File: config.mk
export PLATFORM = sky130hd
export DESIGN_NAME = frac_rate_counter
export DESIGN_NICKNAME = d
export VERILOG_FILES = /design/src/rtl/frc_pkg.sv /design/src/rtl/frc_accum.sv /design/src/rtl/frc_count.sv /design/src/rtl/frc_regs.sv /design/src/rtl/frac_rate_counter.sv
export SDC_FILE = /design/constraint.sdc
export NUM_CORES = 1
export LEC_CHECK = 0
export ABC_AREA = 0
export BUFFER_PORTS_ARGS = -buffer_cell sky130_fd_sc_hd__buf_2
export CORE_MARGIN = 2
export CORE_UTILIZATION = 30
export DETAILED_ROUTE_END_ITERATION = 6
export MAX_ROUTING_LAYER = met4
export SKIP_CTS_REPAIR_TIMING = 1
export SYNTH_ARGS = -nofsm -noshare
export SYNTH_HDL_FRONTEND = slang
export SYNTH_SLANG_ARGS = --single-unit
File: constraint.sdc
create_clock -name clk -period 4.59 [get_ports clk]
set_input_delay 0.459 -clock clk [delete_from_list [all_inputs] [get_ports clk]]
set_output_delay 0.459 -clock clk [all_outputs]
set_load 0.005 [all_outputs]
File: src/rtl/frc_pkg.sv
package frc_pkg;

   typedef enum logic [2:0] {
      SEL_NONE,
      SEL_CNT_LO,
      SEL_CNT_HI,
      SEL_NUM,
      SEL_DEN
   } reg_sel_e;

   function automatic reg_sel_e decode_sel(input logic [31:0] a,
                                           input logic [31:0] ofs_lo,
                                           input logic [31:0] ofs_hi,
                                           input logic [31:0] ofs_num,
                                           input logic [31:0] ofs_den);
      reg_sel_e s;
      if (a == ofs_lo)       s = SEL_CNT_LO;
      else if (a == ofs_hi)  s = SEL_CNT_HI;
      else if (a == ofs_num) s = SEL_NUM;
      else if (a == ofs_den) s = SEL_DEN;
      else                   s = SEL_NONE;
      return s;
   endfunction

endpackage

File: src/rtl/frc_accum.sv
module frc_accum #(
   parameter int FRAC_W = 12
) (
   input  logic              clk,
   input  logic              rst_n,
   input  logic [FRAC_W-1:0] num_i,
   input  logic [FRAC_W-1:0] den_i,
   input  logic              clear_i,
   output logic              step_o
);
   localparam int SUM_W = FRAC_W + 1;

   logic [FRAC_W-1:0] acc_q;
   logic [FRAC_W-1:0] acc_d;
   logic [SUM_W-1:0]  sum;
   logic [SUM_W-1:0]  diff;
   logic              active;
   logic              saturate;
   logic              over;

   always_comb begin
      active   = (den_i != '0);
      saturate = (num_i >= den_i);
      sum      = {1'b0, acc_q} + {1'b0, num_i};
      diff     = sum - {1'b0, den_i};
      over     = (sum >= {1'b0, den_i});
      step_o   = 1'b0;
      acc_d    = acc_q;
      if (clear_i) begin
         acc_d = '0;
      end else if (active) begin
         if (saturate) begin
            step_o = 1'b1;
            acc_d  = '0;
         end else if (over) begin
            step_o = 1'b1;
            acc_d  = diff[FRAC_W-1:0];
         end else begin
            acc_d  = sum[FRAC_W-1:0];
         end
      end
   end

   always_ff @(posedge clk) begin
      if (!rst_n) acc_q <= '0;
      else        acc_q <= acc_d;
   end

   // remainder stays below a nonzero denominator
   a_r3_acc_below_den: assert property (@(posedge clk) disable iff (!rst_n)
      (den_i != '0) |-> (acc_q < den_i));

   // denominator write leaves a cleared remainder
   a_r7_clear_zero: assert property (@(posedge clk) disable iff (!rst_n)
      clear_i |=> (acc_q == '0));

endmodule

File: src/rtl/frc_count.sv
module frc_count #(
   parameter int CNT_W = 64,
   parameter int BUS_W = 32
) (
   input  logic             clk,
   input  logic             rst_n,
   input  logic             step_i,
   input  logic             ld_lo_i,
   input  logic             ld_hi_i,
   input  logic [BUS_W-1:0] ld_data_i,
   output logic [CNT_W-1:0] count_o
);
   localparam int HI_W = CNT_W - BUS_W;

   logic [CNT_W-1:0] cnt_q;
   logic [CNT_W-1:0] cnt_d;
   logic             any_ld;

   always_comb begin
      any_ld = ld_lo_i | ld_hi_i;
      cnt_d  = any_ld ? cnt_q : (cnt_q + CNT_W'(step_i));
      if (ld_lo_i) cnt_d[BUS_W-1:0]     = ld_data_i;
      if (ld_hi_i) cnt_d[CNT_W-1:BUS_W] = ld_data_i[HI_W-1:0];
   end

   always_ff @(posedge clk) begin
      if (!rst_n) cnt_q <= '0;
      else        cnt_q <= cnt_d;
   end

   assign count_o = cnt_q;

   // no more than one step per clock outside loads
   a_r4_single_step: assert property (@(posedge clk) disable iff (!rst_n)
      !any_ld |=> ((cnt_q - $past(cnt_q)) <= CNT_W'(1)));

endmodule

File: src/rtl/frc_regs.sv
module frc_regs
   import frc_pkg::*;
#(
   parameter int ADDR_W  = 8,
   parameter int BUS_W   = 32,
   parameter int FRAC_W  = 12,
   parameter int CNT_W   = 64,
   parameter bit HI_SNAP = 1'b1,
   parameter int OFS_LO  = 'h00,
   parameter int OFS_HI  = 'h04,
   parameter int OFS_NUM = 'h10,
   parameter int OFS_DEN = 'h14
) (
   input  logic              clk,
   input  logic              rst_n,
   input  logic              wr_i,
   input  logic              rd_i,
   input  logic [ADDR_W-1:0] addr_i,
   input  logic [BUS_W-1:0]  wdata_i,
   input  logic [CNT_W-1:0]  count_i,
   output logic [FRAC_W-1:0] num_o,
   output logic [FRAC_W-1:0] den_o,
   output logic              den_wr_o,
   output logic              ld_lo_o,
   output logic              ld_hi_o,
   output logic [BUS_W-1:0]  rdata_o
);
   localparam int HI_W = CNT_W - BUS_W;

   reg_sel_e          sel;
   logic [FRAC_W-1:0] num_q;
   logic [FRAC_W-1:0] den_q;
   logic [BUS_W-1:0]  rdata_q;
   logic [BUS_W-1:0]  rd_mux;
   logic [HI_W-1:0]   hi_view;
   logic              rd_lo;

   assign sel      = decode_sel(32'(addr_i), 32'(OFS_LO), 32'(OFS_HI),
                                32'(OFS_NUM), 32'(OFS_DEN));
   assign den_wr_o = wr_i && (sel == SEL_DEN);
   assign ld_lo_o  = wr_i && (sel == SEL_CNT_LO);
   assign ld_hi_o  = wr_i && (sel == SEL_CNT_HI);
   assign rd_lo    = rd_i && (sel == SEL_CNT_LO);

   always_ff @(posedge clk) begin
      if (!rst_n) begin
         num_q <= '0;
         den_q <= '0;
      end else if (wr_i) begin
         if (sel == SEL_NUM) num_q <= wdata_i[FRAC_W-1:0];
         if (sel == SEL_DEN) den_q <= wdata_i[FRAC_W-1:0];
      end
   end

   generate
      if (HI_SNAP) begin : g_snap
         logic [HI_W-1:0] shadow_q;
         always_ff @(posedge clk) begin
            if (!rst_n)     shadow_q <= '0;
            else if (rd_lo) shadow_q <= count_i[CNT_W-1:BUS_W];
         end
         assign hi_view = shadow_q;

         // captured high word changes only on a low-word read
         a_r9_snap_stable: assert property (@(posedge clk) disable iff (!rst_n)
            !rd_lo |=> $stable(shadow_q));
      end else begin : g_live
         assign hi_view = count_i[CNT_W-1:BUS_W];
      end
   endgenerate

   always_comb begin
      case (sel)
         SEL_CNT_LO: rd_mux = count_i[BUS_W-1:0];
         SEL_CNT_HI: rd_mux = BUS_W'(hi_view);
         SEL_NUM:    rd_mux = BUS_W'(num_q);
         SEL_DEN:    rd_mux = BUS_W'(den_q);
         default:    rd_mux = '0;
      endcase
   end

   always_ff @(posedge clk) begin
      if (!rst_n)    rdata_q <= '0;
      else if (rd_i) rdata_q <= rd_mux;
   end

   assign num_o   = num_q;
   assign den_o   = den_q;
   assign rdata_o = rdata_q;

   // reserved bits of the ratio registers read as zero
   a_r2_reserved_zero: assert property (@(posedge clk) disable iff (!rst_n)
      (rd_i && (sel == SEL_NUM || sel == SEL_DEN)) |=> (rdata_o[BUS_W-1:FRAC_W] == '0));

endmodule

File: src/rtl/frac_rate_counter.sv
module frac_rate_counter #(
   parameter int ADDR_W  = 8,
   parameter int BUS_W   = 32,
   parameter int FRAC_W  = 12,
   parameter int CNT_W   = 64,
   parameter bit HI_SNAP = 1'b1,
   parameter int OFS_LO  = 'h00,
   parameter int OFS_HI  = 'h04,
   parameter int OFS_NUM = 'h10,
   parameter int OFS_DEN = 'h14
) (
   input  logic              clk,
   input  logic              rst_n,
   input  logic              bus_wr,
   input  logic              bus_rd,
   input  logic [ADDR_W-1:0] bus_addr,
   input  logic [BUS_W-1:0]  bus_wdata,
   output logic [BUS_W-1:0]  bus_rdata,
   output logic [CNT_W-1:0]  count_out
);
   localparam int ADDR_SPAN = 1 << ADDR_W;

   generate
      if (CNT_W <= BUS_W || CNT_W > 2 * BUS_W) begin : g_bad_cnt
         $error("CNT_W must lie in (BUS_W, 2*BUS_W]");
      end
      if (FRAC_W < 1 || FRAC_W >= BUS_W) begin : g_bad_frac
         $error("FRAC_W must lie in [1, BUS_W)");
      end
      if (OFS_LO >= ADDR_SPAN || OFS_HI >= ADDR_SPAN ||
          OFS_NUM >= ADDR_SPAN || OFS_DEN >= ADDR_SPAN) begin : g_bad_ofs
         $error("register offset outside address range");
      end
      if (OFS_LO == OFS_HI || OFS_LO == OFS_NUM || OFS_LO == OFS_DEN ||
          OFS_HI == OFS_NUM || OFS_HI == OFS_DEN || OFS_NUM == OFS_DEN) begin : g_dup_ofs
         $error("register offsets must differ");
      end
   endgenerate

   logic [FRAC_W-1:0] num;
   logic [FRAC_W-1:0] den;
   logic              den_wr;
   logic              ld_lo;
   logic              ld_hi;
   logic              step;

   frc_regs #(
      .ADDR_W (ADDR_W), .BUS_W (BUS_W), .FRAC_W (FRAC_W), .CNT_W (CNT_W),
      .HI_SNAP(HI_SNAP), .OFS_LO(OFS_LO), .OFS_HI(OFS_HI),
      .OFS_NUM(OFS_NUM), .OFS_DEN(OFS_DEN)
   ) u_regs (
      .clk     (clk),
      .rst_n   (rst_n),
      .wr_i    (bus_wr),
      .rd_i    (bus_rd),
      .addr_i  (bus_addr),
      .wdata_i (bus_wdata),
      .count_i (count_out),
      .num_o   (num),
      .den_o   (den),
      .den_wr_o(den_wr),
      .ld_lo_o (ld_lo),
      .ld_hi_o (ld_hi),
      .rdata_o (bus_rdata)
   );

   frc_accum #(.FRAC_W(FRAC_W)) u_accum (
      .clk    (clk),
      .rst_n  (rst_n),
      .num_i  (num),
      .den_i  (den),
      .clear_i(den_wr),
      .step_o (step)
   );

   frc_count #(.CNT_W(CNT_W), .BUS_W(BUS_W)) u_count (
      .clk      (clk),
      .rst_n    (rst_n),
      .step_i   (step),
      .ld_lo_i  (ld_lo),
      .ld_hi_i  (ld_hi),
      .ld_data_i(bus_wdata),
      .count_o  (count_out)
   );

   // zero denominator freezes the count
   a_r5_den_zero_hold: assert property (@(posedge clk) disable iff (!rst_n)
      (den == '0 && !ld_lo && !ld_hi) |=> $stable(count_out));

   // ratio at or above one gives one step per clock
   a_r6_full_rate: assert property (@(posedge clk) disable iff (!rst_n)
      (den != '0 && num >= den && !ld_lo && !ld_hi && !den_wr)
         |=> (count_out == $past(count_out) + CNT_W'(1)));

endmodule

# Word level (Yosys, flattened, before mapping)
# Cells that the tools add are included.
[totals]
register_bits = 164
word_cells = 46
[classes]
n_mux = 14
n_lt_le_gt_ge = 2
n_eq_ne = 9
n_bitwise = 2
n_addsub = 3
reduce_logical = 9
[ops]
columns = ["cell", "n"]
rows = [
  ["$pmux 32 s4", 1],
  ["$add 64x1->64", 1],
  ["$mux 32", 2],
  ["$mux 64", 1],
  ["$mux 12", 2],
  ["$eq 8x5->1 const B", 2],
  ["$add 12x12->13", 1],
  ["$ge 13x12->1", 1],
  ["$ge 12x12->1", 1],
  ["$mux 3", 4],
  ["$reduce_bool 12->1", 1],
  ["$sub 12x12->12", 1],
  ["$eq 8x3->1 const B", 1],
  ["$logic_not 8->1", 1],
  ["$eq 3x2->1 const B", 2],
  ["$logic_and 1x1->1", 4],
  ["$mux 1", 4],
  ["$ne 2x1->1 const B", 2],
  ["$reduce_and 2->1", 2],
  ["$eq 3x1->1 const B", 1],
  ["$eq 3x3->1 const B", 1],
  ["$reduce_or 2->1", 1],
  ["$not 1->1", 1],
  ["$or 1x1->1", 1],
]

# Logic depth before layout (Yosys ltp)
[logic_depth]
ltp_word = 11
depth_mapped = 26
ltp_nobuf = 25

# Cells and area by module
# Synthesis repeated with hierarchy kept, for this count alone.
[hier_totals]
hier_cells = 1144
hier_area_um2 = 9908.3
[by_module_without_submodules]
columns = ["module", "cells_each", "area_each_um2", "instances"]
rows = [
  ["frc_count", 506, 4047.6, 1],
  ["frc_regs", 396, 3920.0, 1],
  ["frc_accum", 242, 1940.6, 1],
]

# Worst setup path before layout
# Ideal clock, no wire load.
[synth_path]
path_type = "register -> register"
from = "register u_regs.num_q[0] (netlist: u_regs.num_o[0])"
to = "register u_count.cnt_q[54] (netlist: u_count.count_o[54])"
t_required_ns = 4.475
synth_period_minus_slack_ns = 4.847
stages_incl_launch_ff = 25
arrival_ns = 4.733
setup_slack_ns = -0.257
path_cell_list = "dfxtp_1 > ha_1 > inv_1 > fa_1 > nor2b_1 > o31a_1 > o21ai_0 > nand2b_1 > xnor2_1 > inv_1 > ha_1 > and4_1 > a41oi_1 > o211ai_1 > o211ai_1 > a31oi_1 > ha_1 > ha_1 > nand2_1 > or3_1 > or4_1 > nor2_1 > and3_1 > a211oi_1 > o21a_1"
[synth_between]
elab_chain_len = 9
word_cells_on_any_way = 10
classes_between = "add/sub: 2; order compare: 2; mux: 6"
[synth_lines]
columns = ["element", "line", "source"]
rows = [
  ["start: declaration", "frc_regs.sv:31", "logic [FRAC_W-1:0] num_q;"],
  ["start signal: assignment", "frc_regs.sv:50", "if (sel == SEL_NUM) num_q <= wdata_i[FRAC_W-1:0];"],
  ["$add 12x12->13", "frc_accum.sv:24", "sum = {1'b0, acc_q} + {1'b0, num_i};"],
  ["$ge 13x12->1", "frc_accum.sv:26", "over = (sum >= {1'b0, den_i});"],
  ["$mux 1", "frc_accum.sv:35", "end else if (over) begin"],
  ["$mux 1 (*)", "frc_accum.sv:32", "if (saturate) begin"],
  ["$mux 1 (*)", "frc_accum.sv:31", "end else if (active) begin"],
  ["$mux 1 (*)", "frc_accum.sv:29", "if (clear_i) begin"],
  ["$add 64x1->64 (*)", "frc_count.sv:21", "cnt_d = any_ld ? cnt_q : (cnt_q + CNT_W'(step_i));"],
  ["$mux 64 (*)", "frc_count.sv:21", ""],
  ["$mux 32 (*)", "frc_count.sv:23", "if (ld_hi_i) cnt_d[CNT_W-1:BUS_W] = ld_data_i[HI_W-1:0];"],
  ["end signal: assignment", "frc_count.sv:28", "else cnt_q <= cnt_d;"],
  ["end: declaration", "frc_count.sv:15", "logic [CNT_W-1:0] cnt_q;"],
]
# Every way passes the cells marked *; elsewhere a longest branch is shown, timed or not. The select of a mux whose other input is x is not followed.
# A chain may end at the register's enable or synchronous reset.

# Worst setup path in the final report
[layout_path]
from = "register u_regs.num_q[0] (netlist: u_regs.num_o[0])"
to = "register u_count.cnt_q[48] (netlist: u_count.count_o[48])"
# The elaborated chain is that of the path after synthesis.

==> run summary <==
Placement Rows -> 63
Die span in y -> 179 µm
Netlist cell types -> 72
Core area -> 0.0298 mm²
Most Frequent Cell on Critical Path -> ha_4
Maximum net fanout on the critical path -> 4
DP HPWL -> 23,400 µm
Crit start category -> flip-flop
ANT nets after route -> 0
Buf+Inv Stages, Crit Path -> 2
Crit Reg-Reg Endpoint -> u_count.count_o[48]
Crit path cell chain -> ha_4 > inv_2 > fa_2 > nor2b_4 > o31a_1 > o21ai_1 > nand2b_1 > xnor2_2 > inv_2 > ha_4 > and4_4 > a41oi_2 > o211ai_1 > o211ai_1 > a31oi_1 > ha_2 > ha_4 > nand2_4 > or3_4 > or4_4 > nor2_4 > nand3_1 > mux2_4 > a21oi_1
Final hold violations -> 0
Leakage -> 4.80 nW
WL/cell -> 18.6 µm
Place WS -> -459 ps
Sw frac -> 0.252
Count of warnings emitted by yosys -> 0
Logic gate share of total power -> 0.041
Clock power frac -> 0.479
Vias in the first global route -> 8,804
Worst setup path class -> reg -> reg
DR vias/cell -> 5.46
CTS Buffer Depth -> 2
Setup WS post-layout -> -333 ps
Nets -> 1,417
CP peak stage delay -> 520 ps
All-Layer GR Usage -> 0.207
RSZ-0062 raised after global routing -> yes
Mapped cell area -> 0.00914 mm²
Violated checks -> setup timing
Crit share post-route -> 1.07
WP data required -> 4950 ps
Commonest cells after routing, fill and taps aside -> 162 x dfxtp_1, 160 x nand2_1, 139 x buf_2
Seq pwr share -> 0.480
RR Startpoint -> u_regs.num_o[0]
Post-synth EDFFs -> 0
CTS H-tree lvls -> 4
Post-synthesis register bit count -> 164
Die width -> 179 µm
Worst-Skew Late Latency -> 430 ps
Arrival @ worst endpoint -> 5280 ps
Max cap viols -> 0
CTS tree -> done
Min cycle time layout -> 4920 ps
Area delta synth->final -> 30.6%
Layout cell share with drive strength beyond 1 -> 0.288
Worst hold slack -> 297 ps
Seq/Total Area, Yosys -> 0.359
Initial Utilization -> 0.307
FF-to-FF path depth -> 24
DR pass1 iterations -> 6
Clk_skew -> 12.2 ps
Hold Path Class -> in -> reg
Worst slew margin -> 0.336
VDD IR-drop max -> 235 µV
Critical Path Stages -> 24
Clock Tree Root -> clkbuf_16
Gr ovfl total -> 0
Vias -> 9,480
Synth async-reset ratio -> 0
Routed WL -> 32,300 µm
Slew Limit Fails -> 0
Launch point of the worst path -> u_regs.num_o[0]
Cts bufs inserted -> 17
PwrDens -> 249 mW/mm²
Clock edge transition at the registers on the reported setup and hold paths -> 70 ps
Internal power -> 2.22 mW
R2R setup slack -> -330 ps
Global-route wire length before repair -> 49,900 µm
Largest net degree at the start of global routing -> 72
Top FF cell, synth -> dfxtp_1
Worst-margin pin slew -> 991 ps
Syn_nets -> 1,219
Slowest cell on crit path -> or4_4
DRC -> 0
Cells after synthesis -> 1,135
Sw power -> 0.748 mW
Top cell family by delay on the critical path -> simple AND/OR/NAND/NOR gates
Die footprint -> 0.0319 mm²
Endpoints failing setup -> 36
Buffers on Ports -> 139
Avg Cell Area, Syn -> 8.05 µm²
GP Congestion -> 0.855
Commonest non-fill, non-tap cell in the layout -> dfxtp_1
FILL cells -> 3,062
Detailed Route Iter0 Violations -> 957
Initial antenna violation count -> 1
Sink Count -> 164
Fmax achieved -> 0.203 GHz
CP endpoint -> u_count.count_o[48]
Crit. End Element -> flip-flop
Total I/O pin count -> 140
Outcome -> finished with violations
## power groups by stage
stage	Sequential [mW]	Combinational, mW	Clock [mW]
2_1_floorplan	1.46	0.0607	0
3_3_place_gp	1.46	0.119	0
3_5_place_dp	1.46	0.119	0
4_1_cts	1.43	0.119	1.44
5_1_grt	1.43	0.130	1.50
6_report	1.43	0.122	1.42
## synth_stat cells, types with 5 or more instances
master,n,share of area
a211oi_1,18,0.015
a21o_1,12,0.0099
a21oi_1,131,0.072
a221oi_1,6,0.0058
a22oi_1,9,0.0074
a311oi_1,13,0.012
a31oi_1,11,0.0075
and2_1,9,0.0062
and3_1,18,0.012
and4_1,12,0.012
buf_1,7,0.0029
clkbuf_1,54,0.022
dfxtp_1,164,0.36
ha_1,38,0.052
inv_1,25,0.010
mux2i_1,32,0.035
mux4_2,12,0.030
nand2_1,164,0.067
nand2b_1,5,0.0034
nand3_1,22,0.012
nand4_1,12,0.0082
nor2_1,113,0.046
nor2b_1,12,0.0082
nor3_1,25,0.014
nor4_1,12,0.0082
o211ai_1,12,0.0099
o21a_1,13,0.011
o21ai_0,70,0.038
o221ai_1,6,0.0058
or2_2,5,0.0034
or3_1,5,0.0034
xnor2_1,13,0.012
xor2_1,7,0.0067
## cell type report
class | count | area [µm²] | area share
Multi-Input combinational cell | 879 | 5940 | 0.498
Sequential cell | 164 | 3290 | 0.275
Timing Repair Buffer | 245 | 1550 | 0.130
Tap cell | 390 | 488 | 0.0409
Clock buffer | 17 | 425 | 0.0357
Clock inverter | 15 | 144 | 0.0121
Inverter | 26 | 98.8 | 0.00829
Antenna cell | 1 | 2.50 | 0.000210
## tightest hold or removal path: stages
cell     delay, ps
buf_2          110
nand2_1         70
a21oi_2         40
## layer usage
layer	vias to the layer above	part of all wire	GRT usage	wire [µm]
met5	-	0	-	0
met4	0	0.016	0.0505	501
met3	34	0.069	0.0332	2240
met2	366	0.45	0.313	14600
met1	4521	0.46	0.288	14900
li1	4559	-	-	-
## worst min-delay path by stage
| stage | startpoint | end | slack [ps] | cells past startpoint |
|---|---|---|---|---|
| final | bus_wdata[21] | u_count.count_o[53] | 300 | 3 |
| after global routing | bus_wdata[19] | u_count.count_o[19] | 310 | 3 |
| after CTS | bus_wdata[21] | u_count.count_o[53] | 280 | 3 |
| after detailed placement | u_regs.g_snap.shadow_q[22] | u_regs.g_snap.shadow_q[22] | 450 | 2 |
| after global placement | u_accum.acc_q[3] | u_accum.acc_q[3] | 440 | 2 |
| after floorplan | u_accum.acc_q[2] | u_accum.acc_q[2] | 430 | 2 |
## state kept, by name, indices dropped and copies added, names as in the netlist
register	flops
u_regs.den_o	12
u_regs.g_snap.shadow_q	32
u_regs.num_o	12
u_accum.acc_q	12
u_regs.rdata_o	32
u_count.count_o	64
## kinds of logic (layout without fill, tap and decap cells)
group	after synthesis	in the layout	share of synthesized area
AND/OR/NAND/NOR	436	436	0.230
XOR/XNOR	20	20	0.0192
adder cells (fa/ha/maj)	40	40	0.0564
other	0	1	0
buffers and inverters	92	303	0.0397
AO/OA/AOI/OAI	335	335	0.226
flip-flops	164	164	0.359
multiplexers	48	48	0.0696
## stage by stage
step | std cells | utilization | setup TNS (ps) | instance area (µm²) | total power, mW
6_report | 1737 | 0.400 | -5600 | 11900 | 2.97
5_1_grt | 1737 | 0.400 | -17770 | 11900 | 3.06
4_1_cts | 1719 | 0.382 | -11770 | 11400 | 2.99
3_5_place_dp | 1687 | 0.363 | -10230 | 10800 | 1.58
3_3_place_gp | 1687 | 0.363 | -5800 | 10800 | 1.58
2_1_floorplan | 1135 | - | -70.7 | 9220 | 1.52
Power figures use the tool's default switching activity.
